**src/rtl/show_pkg.sv**
```systemverilog
package show_pkg;

  typedef enum logic [1:0] {
    PH_IDLE = 2'd0,
    PH_ADDR = 2'd1,
    PH_DATA = 2'd2
  } phase_e;

endpackage

```
**src/rtl/show_rst_sync.sv**
```systemverilog
module show_rst_sync #(
  parameter int STAGES = 2
) (
  input  logic clk,
  input  logic rst_n,
  output logic rst_q_n
);

  logic [STAGES-1:0] sync_q;

  always_ff @(posedge clk or negedge rst_n) begin
    if (!rst_n) begin
      sync_q <= '0;
    end else begin
      sync_q <= {sync_q[STAGES-2:0], 1'b1};
    end
  end

  assign rst_q_n = sync_q[STAGES-1];

endmodule

```
**src/rtl/show_burst_filter.sv**
```systemverilog
module show_burst_filter (
  input  logic clk,
  input  logic rst_n,
  input  logic take,
  input  logic evt_burst,
  input  logic evt_more,
  output logic drop
);

  logic in_burst_q;
  logic in_burst_d;
  logic in_burst_en;

  always_comb begin
    in_burst_en = take;
    if (in_burst_q) begin
      in_burst_d = evt_more;
    end else begin
      in_burst_d = evt_burst & evt_more;
    end
  end

  always_ff @(posedge clk or negedge rst_n) begin
    if (!rst_n) begin
      in_burst_q <= 1'b0;
    end else if (in_burst_en) begin
      in_burst_q <= in_burst_d;
    end
  end

  assign drop = take & in_burst_q;

endmodule

```
**src/rtl/show_evt_slot.sv**
```systemverilog
module show_evt_slot #(
  parameter int W = 66
) (
  input  logic         clk,
  input  logic         rst_n,
  input  logic         push,
  input  logic [W-1:0] push_evt,
  input  logic         pop,
  output logic         full,
  output logic [W-1:0] slot_evt
);

  logic         vld_q;
  logic         vld_d;
  logic [W-1:0] evt_q;

  always_comb begin
    vld_d = vld_q;
    if (pop) begin
      vld_d = 1'b0;
    end
    if (push) begin
      vld_d = 1'b1;
    end
  end

  always_ff @(posedge clk or negedge rst_n) begin
    if (!rst_n) begin
      vld_q <= 1'b0;
    end else begin
      vld_q <= vld_d;
    end
  end

  always_ff @(posedge clk or negedge rst_n) begin
    if (!rst_n) begin
      evt_q <= '0;
    end else if (push) begin
      evt_q <= push_evt;
    end
  end

  assign full     = vld_q;
  assign slot_evt = evt_q;

endmodule

```
**src/rtl/show_phase_fsm.sv**
```systemverilog
module show_phase_fsm
  import show_pkg::*;
#(
  parameter int AW = 32,
  parameter int DW = 32,
  localparam int W = AW + DW + 2
) (
  input  logic          clk,
  input  logic          rst_n,
  input  logic          new_vld,
  input  logic [W-1:0]  new_evt,
  input  logic          slot_full,
  input  logic [W-1:0]  slot_evt,
  output logic          slot_push,
  output logic          slot_pop,
  output logic          show_strobe,
  output logic [AW-1:0] show_addr,
  output logic          show_rw,
  output logic          show_dphase,
  output logic [DW-1:0] show_data
);

  localparam int IF_BIT = W - 1;
  localparam int WR_BIT = W - 2;

  phase_e       ph_q, ph_d;
  logic [W-1:0] cur_q, cur_d;
  logic         cur_en;
  logic         ending;
  logic         cur_ifetch;

  assign cur_ifetch = cur_q[IF_BIT];

  always_comb begin
    ph_d      = ph_q;
    cur_d     = cur_q;
    cur_en    = 1'b0;
    slot_push = 1'b0;
    slot_pop  = 1'b0;
    ending    = (ph_q == PH_IDLE) || (ph_q == PH_DATA) ||
                ((ph_q == PH_ADDR) && cur_ifetch);
    if (ending) begin
      if (slot_full) begin
        ph_d     = PH_ADDR;
        cur_d    = slot_evt;
        cur_en   = 1'b1;
        slot_pop = 1'b1;
      end else if (new_vld) begin
        ph_d   = PH_ADDR;
        cur_d  = new_evt;
        cur_en = 1'b1;
      end else begin
        ph_d = PH_IDLE;
      end
    end else begin
      ph_d      = PH_DATA;
      slot_push = new_vld;
    end
  end

  always_ff @(posedge clk or negedge rst_n) begin
    if (!rst_n) begin
      ph_q <= PH_IDLE;
    end else begin
      ph_q <= ph_d;
    end
  end

  always_ff @(posedge clk or negedge rst_n) begin
    if (!rst_n) begin
      cur_q <= '0;
    end else if (cur_en) begin
      cur_q <= cur_d;
    end
  end

  always_comb begin
    show_strobe = (ph_q == PH_ADDR);
    show_dphase = (ph_q == PH_DATA);
    show_addr   = show_strobe ? cur_q[AW+DW-1:DW] : '0;
    show_rw     = show_strobe & cur_q[WR_BIT];
    show_data   = show_dphase ? cur_q[DW-1:0] : '0;
  end

endmodule

```
**src/rtl/show_cycle_gen.sv**
```systemverilog
module show_cycle_gen #(
  parameter int AW = 32,
  parameter int DW = 32
) (
  input  logic          clk,
  input  logic          rst_n,
  input  logic          evt_valid,
  input  logic [AW-1:0] evt_addr,
  input  logic          evt_write,
  input  logic [DW-1:0] evt_data,
  input  logic          evt_ifetch,
  input  logic          evt_burst,
  input  logic          evt_more,
  output logic          evt_busy,
  output logic          show_strobe,
  output logic [AW-1:0] show_addr,
  output logic          show_rw,
  output logic          show_dphase,
  output logic [DW-1:0] show_data
);

  localparam int W = AW + DW + 2;

  logic         rst_q_n;
  logic         take;
  logic         drop;
  logic         new_vld;
  logic [W-1:0] new_evt;
  logic         slot_full;
  logic [W-1:0] slot_evt;
  logic         slot_push;
  logic         slot_pop;

  show_rst_sync #(.STAGES(2)) rst_sync_i (
    .clk     (clk),
    .rst_n   (rst_n),
    .rst_q_n (rst_q_n)
  );

  assign take    = evt_valid & ~slot_full;
  assign new_vld = take & ~drop;
  assign new_evt = {evt_ifetch, evt_write, evt_addr, evt_data};

  show_burst_filter burst_i (
    .clk       (clk),
    .rst_n     (rst_q_n),
    .take      (take),
    .evt_burst (evt_burst),
    .evt_more  (evt_more),
    .drop      (drop)
  );

  show_evt_slot #(.W(W)) slot_i (
    .clk      (clk),
    .rst_n    (rst_q_n),
    .push     (slot_push),
    .push_evt (new_evt),
    .pop      (slot_pop),
    .full     (slot_full),
    .slot_evt (slot_evt)
  );

  show_phase_fsm #(.AW(AW), .DW(DW)) fsm_i (
    .clk         (clk),
    .rst_n       (rst_q_n),
    .new_vld     (new_vld),
    .new_evt     (new_evt),
    .slot_full   (slot_full),
    .slot_evt    (slot_evt),
    .slot_push   (slot_push),
    .slot_pop    (slot_pop),
    .show_strobe (show_strobe),
    .show_addr   (show_addr),
    .show_rw     (show_rw),
    .show_dphase (show_dphase),
    .show_data   (show_data)
  );

  assign evt_busy = slot_full;

endmodule

```
**config.mk**
```make
export PLATFORM = sky130hd
export DESIGN_NAME = show_cycle_gen
export DESIGN_NICKNAME = d
export VERILOG_FILES = /design/src/rtl/show_pkg.sv /design/src/rtl/show_rst_sync.sv /design/src/rtl/show_burst_filter.sv /design/src/rtl/show_evt_slot.sv /design/src/rtl/show_phase_fsm.sv /design/src/rtl/show_cycle_gen.sv
export SDC_FILE = /design/constraint.sdc
export NUM_CORES = 1
export LEC_CHECK = 0
export CAP_MARGIN = 15
export CORE_MARGIN = 3
export CORE_UTILIZATION = 30
export DETAILED_ROUTE_END_ITERATION = 8
export PLACE_DENSITY = 0.63
export SETUP_SLACK_MARGIN = 0.05
export SLEW_MARGIN = 20
export SYNTH_ARGS = -nofsm -noshare
export SYNTH_HDL_FRONTEND = slang
export SYNTH_SLANG_ARGS = --single-unit
```
**constraint.sdc**
```tcl
create_clock -name clk -period 4 [get_ports clk]
set_input_delay 0.4 -clock clk [delete_from_list [all_inputs] [get_ports clk]]
set_output_delay 0.4 -clock clk [all_outputs]
set_load 0.02 [all_outputs]
```
==> flow_summary.ini <==
[final_layout]
fin_cells = 866
post-route-util_pct = 41.1
area_growth_syn_to_layout_pct = 33.3
nets = 649
fill_cells = 1973
antenna_cells = 0
drive_gt1_share_pct = 41.1

[sta]
max-slew-margin-rel_pct = 42.9
finalSetupTns_ns = 0
clock.fmax_ghz = 0.347
hold_violations = 0
drv_slew = 0
skew_ns = 0.00856
rsz0062_at_grt = no
fin_crit_sh_pct = 72.0
setup_violations = 0
tightest_slew_ns = 0.857
period_needed_ns = 2.88

[detailed_routing]
viasPerCell = 4.54
wire_per_inst_um = 16.3
ant_nets = 0
drc_errors = 0
dr.pass1.iters = 4
wl_um = 14100
drt-initial-drc-count = 149
via_count = 3928

[setup_path]
rrSetupSlack_ns = 1.46
crit_chain = buf_4 > clkdlybuf4s50_1
cpPeakStageDelay_ns = 0.74
path_class = register to output pin
r2r_start = slot_i.full$_DFFE_PN0P_
critPathCaptureType = output pin
worst-path-buf-inv = 2
cp-start-kind = register
rr_endpoint = slot_i.slot_evt[23]$_DFFE_PN0P_
cpMaxStageDelayCell = clkdlybuf4s50_1
cp_data_required_time_ns = 3.60
cp_top_family = buffers and inverters
crit_fanout = 42
crit_arrival_ns = 2.48
ff2ff_path_depth = 4

[synth]
syn_area_per_cell_um2 = 14.8
synth.distinct_cells = 17
syn_area_um2 = 6550
yosys_warnings = 0
synth_seq_cells = 138
synthTopCellsByArea = dfrtp_1 (53%), mux2_2 (27%), mux2_4 (9.2%)
synth_top_area_share_pct = 52.7
synth_top_area_cell = dfrtp_1
synthCells = 442
yosysSeqAreaShare_pct = 52.7
synthesis.nets = 513

[place]
place_hpwl_um = 9200
port_buffers = 138
place_inst = 834
gp_congestion = 0.704

[die]
die_x_um = 154
num_rows = 53
io_pins = 139
core_um2 = 21200
die_h_um = 154
dieArea_um2 = 23600
initial_core_util_pct = 30.9

[pwr]
total_power_mw = 5.96
power_density_nw_per_um2 = 683
vdd_drop_max_uv = 235
leakage_nw = 3.72

[global_route]
track_usage_pct = 12.2
grt_max_degree = 73
grt_first_pass_wirelength_um = 23000
antenna_found_initial = 0
grt_pass1_vias = 4331
grt_overflow = 0

[hold_path]
hold_path.class = primary input to async pin

[clock_tree]
cts_hold_buf = 0
post_cts_buffers = 0
cts_buffers = 17
cts_tree = done
cts-resized-gates = 0
cts-root-buf = clkbuf_16
htreeDepth = 4
clock-sinks = 138
clk_pin_slew_worst_paths_ns = 0.06
cts_max_path_buffers = 2
clk_latency_ns = 0.41

[run_status]
outcome = finished clean

[flow_run]
drv_cap = 0
[layer usage]
layer	wire (um)	track usage (%)	vias up
met5	0	0	-
met4	146	3.53	0
met3	605	3.55	10
met2	7110	21.0	87
met1	6260	15.0	2019
li1	-	-	1812
[worst max path at each step]
stage	endpoint	slack (ns)	startpoint	cells after the start
after detailed placement	slot_i.slot_evt[27]$_DFFE_PN0P_	1.21	evt_valid	5
after floorplan	burst_i.in_burst_q$_DFFE_PN0P_	1.71	rst_sync_i.sync_q[1]$_DFF_PN0_	0
final	evt_busy	1.12	slot_i.full$_DFFE_PN0P_	2
after CTS	evt_busy	1.06	slot_i.full$_DFFE_PN0P_	2
after global placement	slot_i.slot_evt[27]$_DFFE_PN0P_	1.28	evt_valid	5
after global routing	evt_busy	0.99	slot_i.full$_DFFE_PN0P_	2
[cell usage in the layout (no fill, tap or decap)]
| cell type | synthesis | routed |
|---|---|---|
| clkinvlp_4 | 0 | 3 |
| nand2b_1 | 1 | 1 |
| clkbuf_1 | 9 | 1 |
| mux2_4 | 40 | 40 |
| nand4b_4 | 0 | 1 |
| clkbuf_16 | 0 | 17 |
| mux2_2 | 158 | 158 |
| buf_4 | 2 | 6 |
| buf_12 | 0 | 1 |
| inv_1 | 1 | 1 |
| o21a_1 | 1 | 1 |
| nor2b_2 | 0 | 2 |
| inv_6 | 0 | 1 |
| dfrtp_4 | 0 | 2 |
| clkinv_2 | 0 | 5 |
| conb_1 | 1 | 1 |
| and2_1 | 66 | 66 |
| a2bb2oi_4 | 0 | 1 |
| a21oi_1 | 2 | 2 |
| bufinv_16 | 0 | 1 |
| clkdlybuf4s50_1 | 0 | 138 |
| clkbuf_8 | 0 | 3 |
| nor2b_4 | 1 | 1 |
| nor2b_1 | 3 | 1 |
| dfrtp_1 | 138 | 136 |
| clkinv_4 | 0 | 1 |
[cell usage after synthesis]
cell	count
mux2_2	158
dfrtp_1	138
and2_1	66
mux2_4	40
buf_6	12
clkbuf_1	9
buf_2	5
nor2b_1	3
a21oi_1	2
buf_4	2
a2bb2oi_2	1
conb_1	1
inv_1	1
nand2b_1	1
nand4b_2	1
nor2b_4	1
o21a_1	1
[power by group]
part           switching, mW  total [mW]  internal (mW)
Combinational          0.768        2.02           1.25
Clock                  0.598        1.50          0.902
Sequential             0.356        2.44           2.08
Total                   1.72        5.96           4.24
[cell type report]
type,instances,area [um^2],share of cell area [%]
Sequential cell,138,3460,39.7
Tap cell,275,344,3.94
Inverter,1,3.75,0.0430
Timing Repair Buffer,145,1450,16.6
Clock buffer,21,470,5.39
Clock inverter,11,95.1,1.09
Multi-Input combinational cell,275,2910,33.3
[sequential cells by signal, summed over array words and instances, names as in the netlist]
| name | count |
|---|---|
| slot_i.full | 1 |
| slot_i.slot_evt | 66 |
| fsm_i.ph_q | 2 |
| fsm_i.cur_q | 66 |
| rst_sync_i.sync_q | 2 |
| burst_i.in_burst_q | 1 |
[stage by stage]
| step | instance area [um^2] | hold slack [ns] | setup slack, ns |
|---|---|---|---|
| 2_1_floorplan | 6550 | 0.104 | 1.71 |
| 3_3_place_gp | 8160 | 0.339 | 1.28 |
| 3_5_place_dp | 8160 | 0.336 | 1.21 |
| 4_1_cts | 8730 | 0.123 | 1.06 |
| 5_1_grt | 8730 | 0.125 | 0.992 |
| 6_report | 8730 | 0.148 | 1.12 |
[kinds of logic (layout without fill, tap and decap cells)]
family / after synthesis / after routing / share of synthesized area (%)
simple gates: 72 / 72 / 7.13
flops: 138 / 138 / 52.7
compound gates: 4 / 4 / 0.497
mux: 198 / 198 / 36.3
buf+inv: 29 / 178 / 3.25
other cells: 1 / 1 / 0.0573
(Power assumes the default switching activity.)
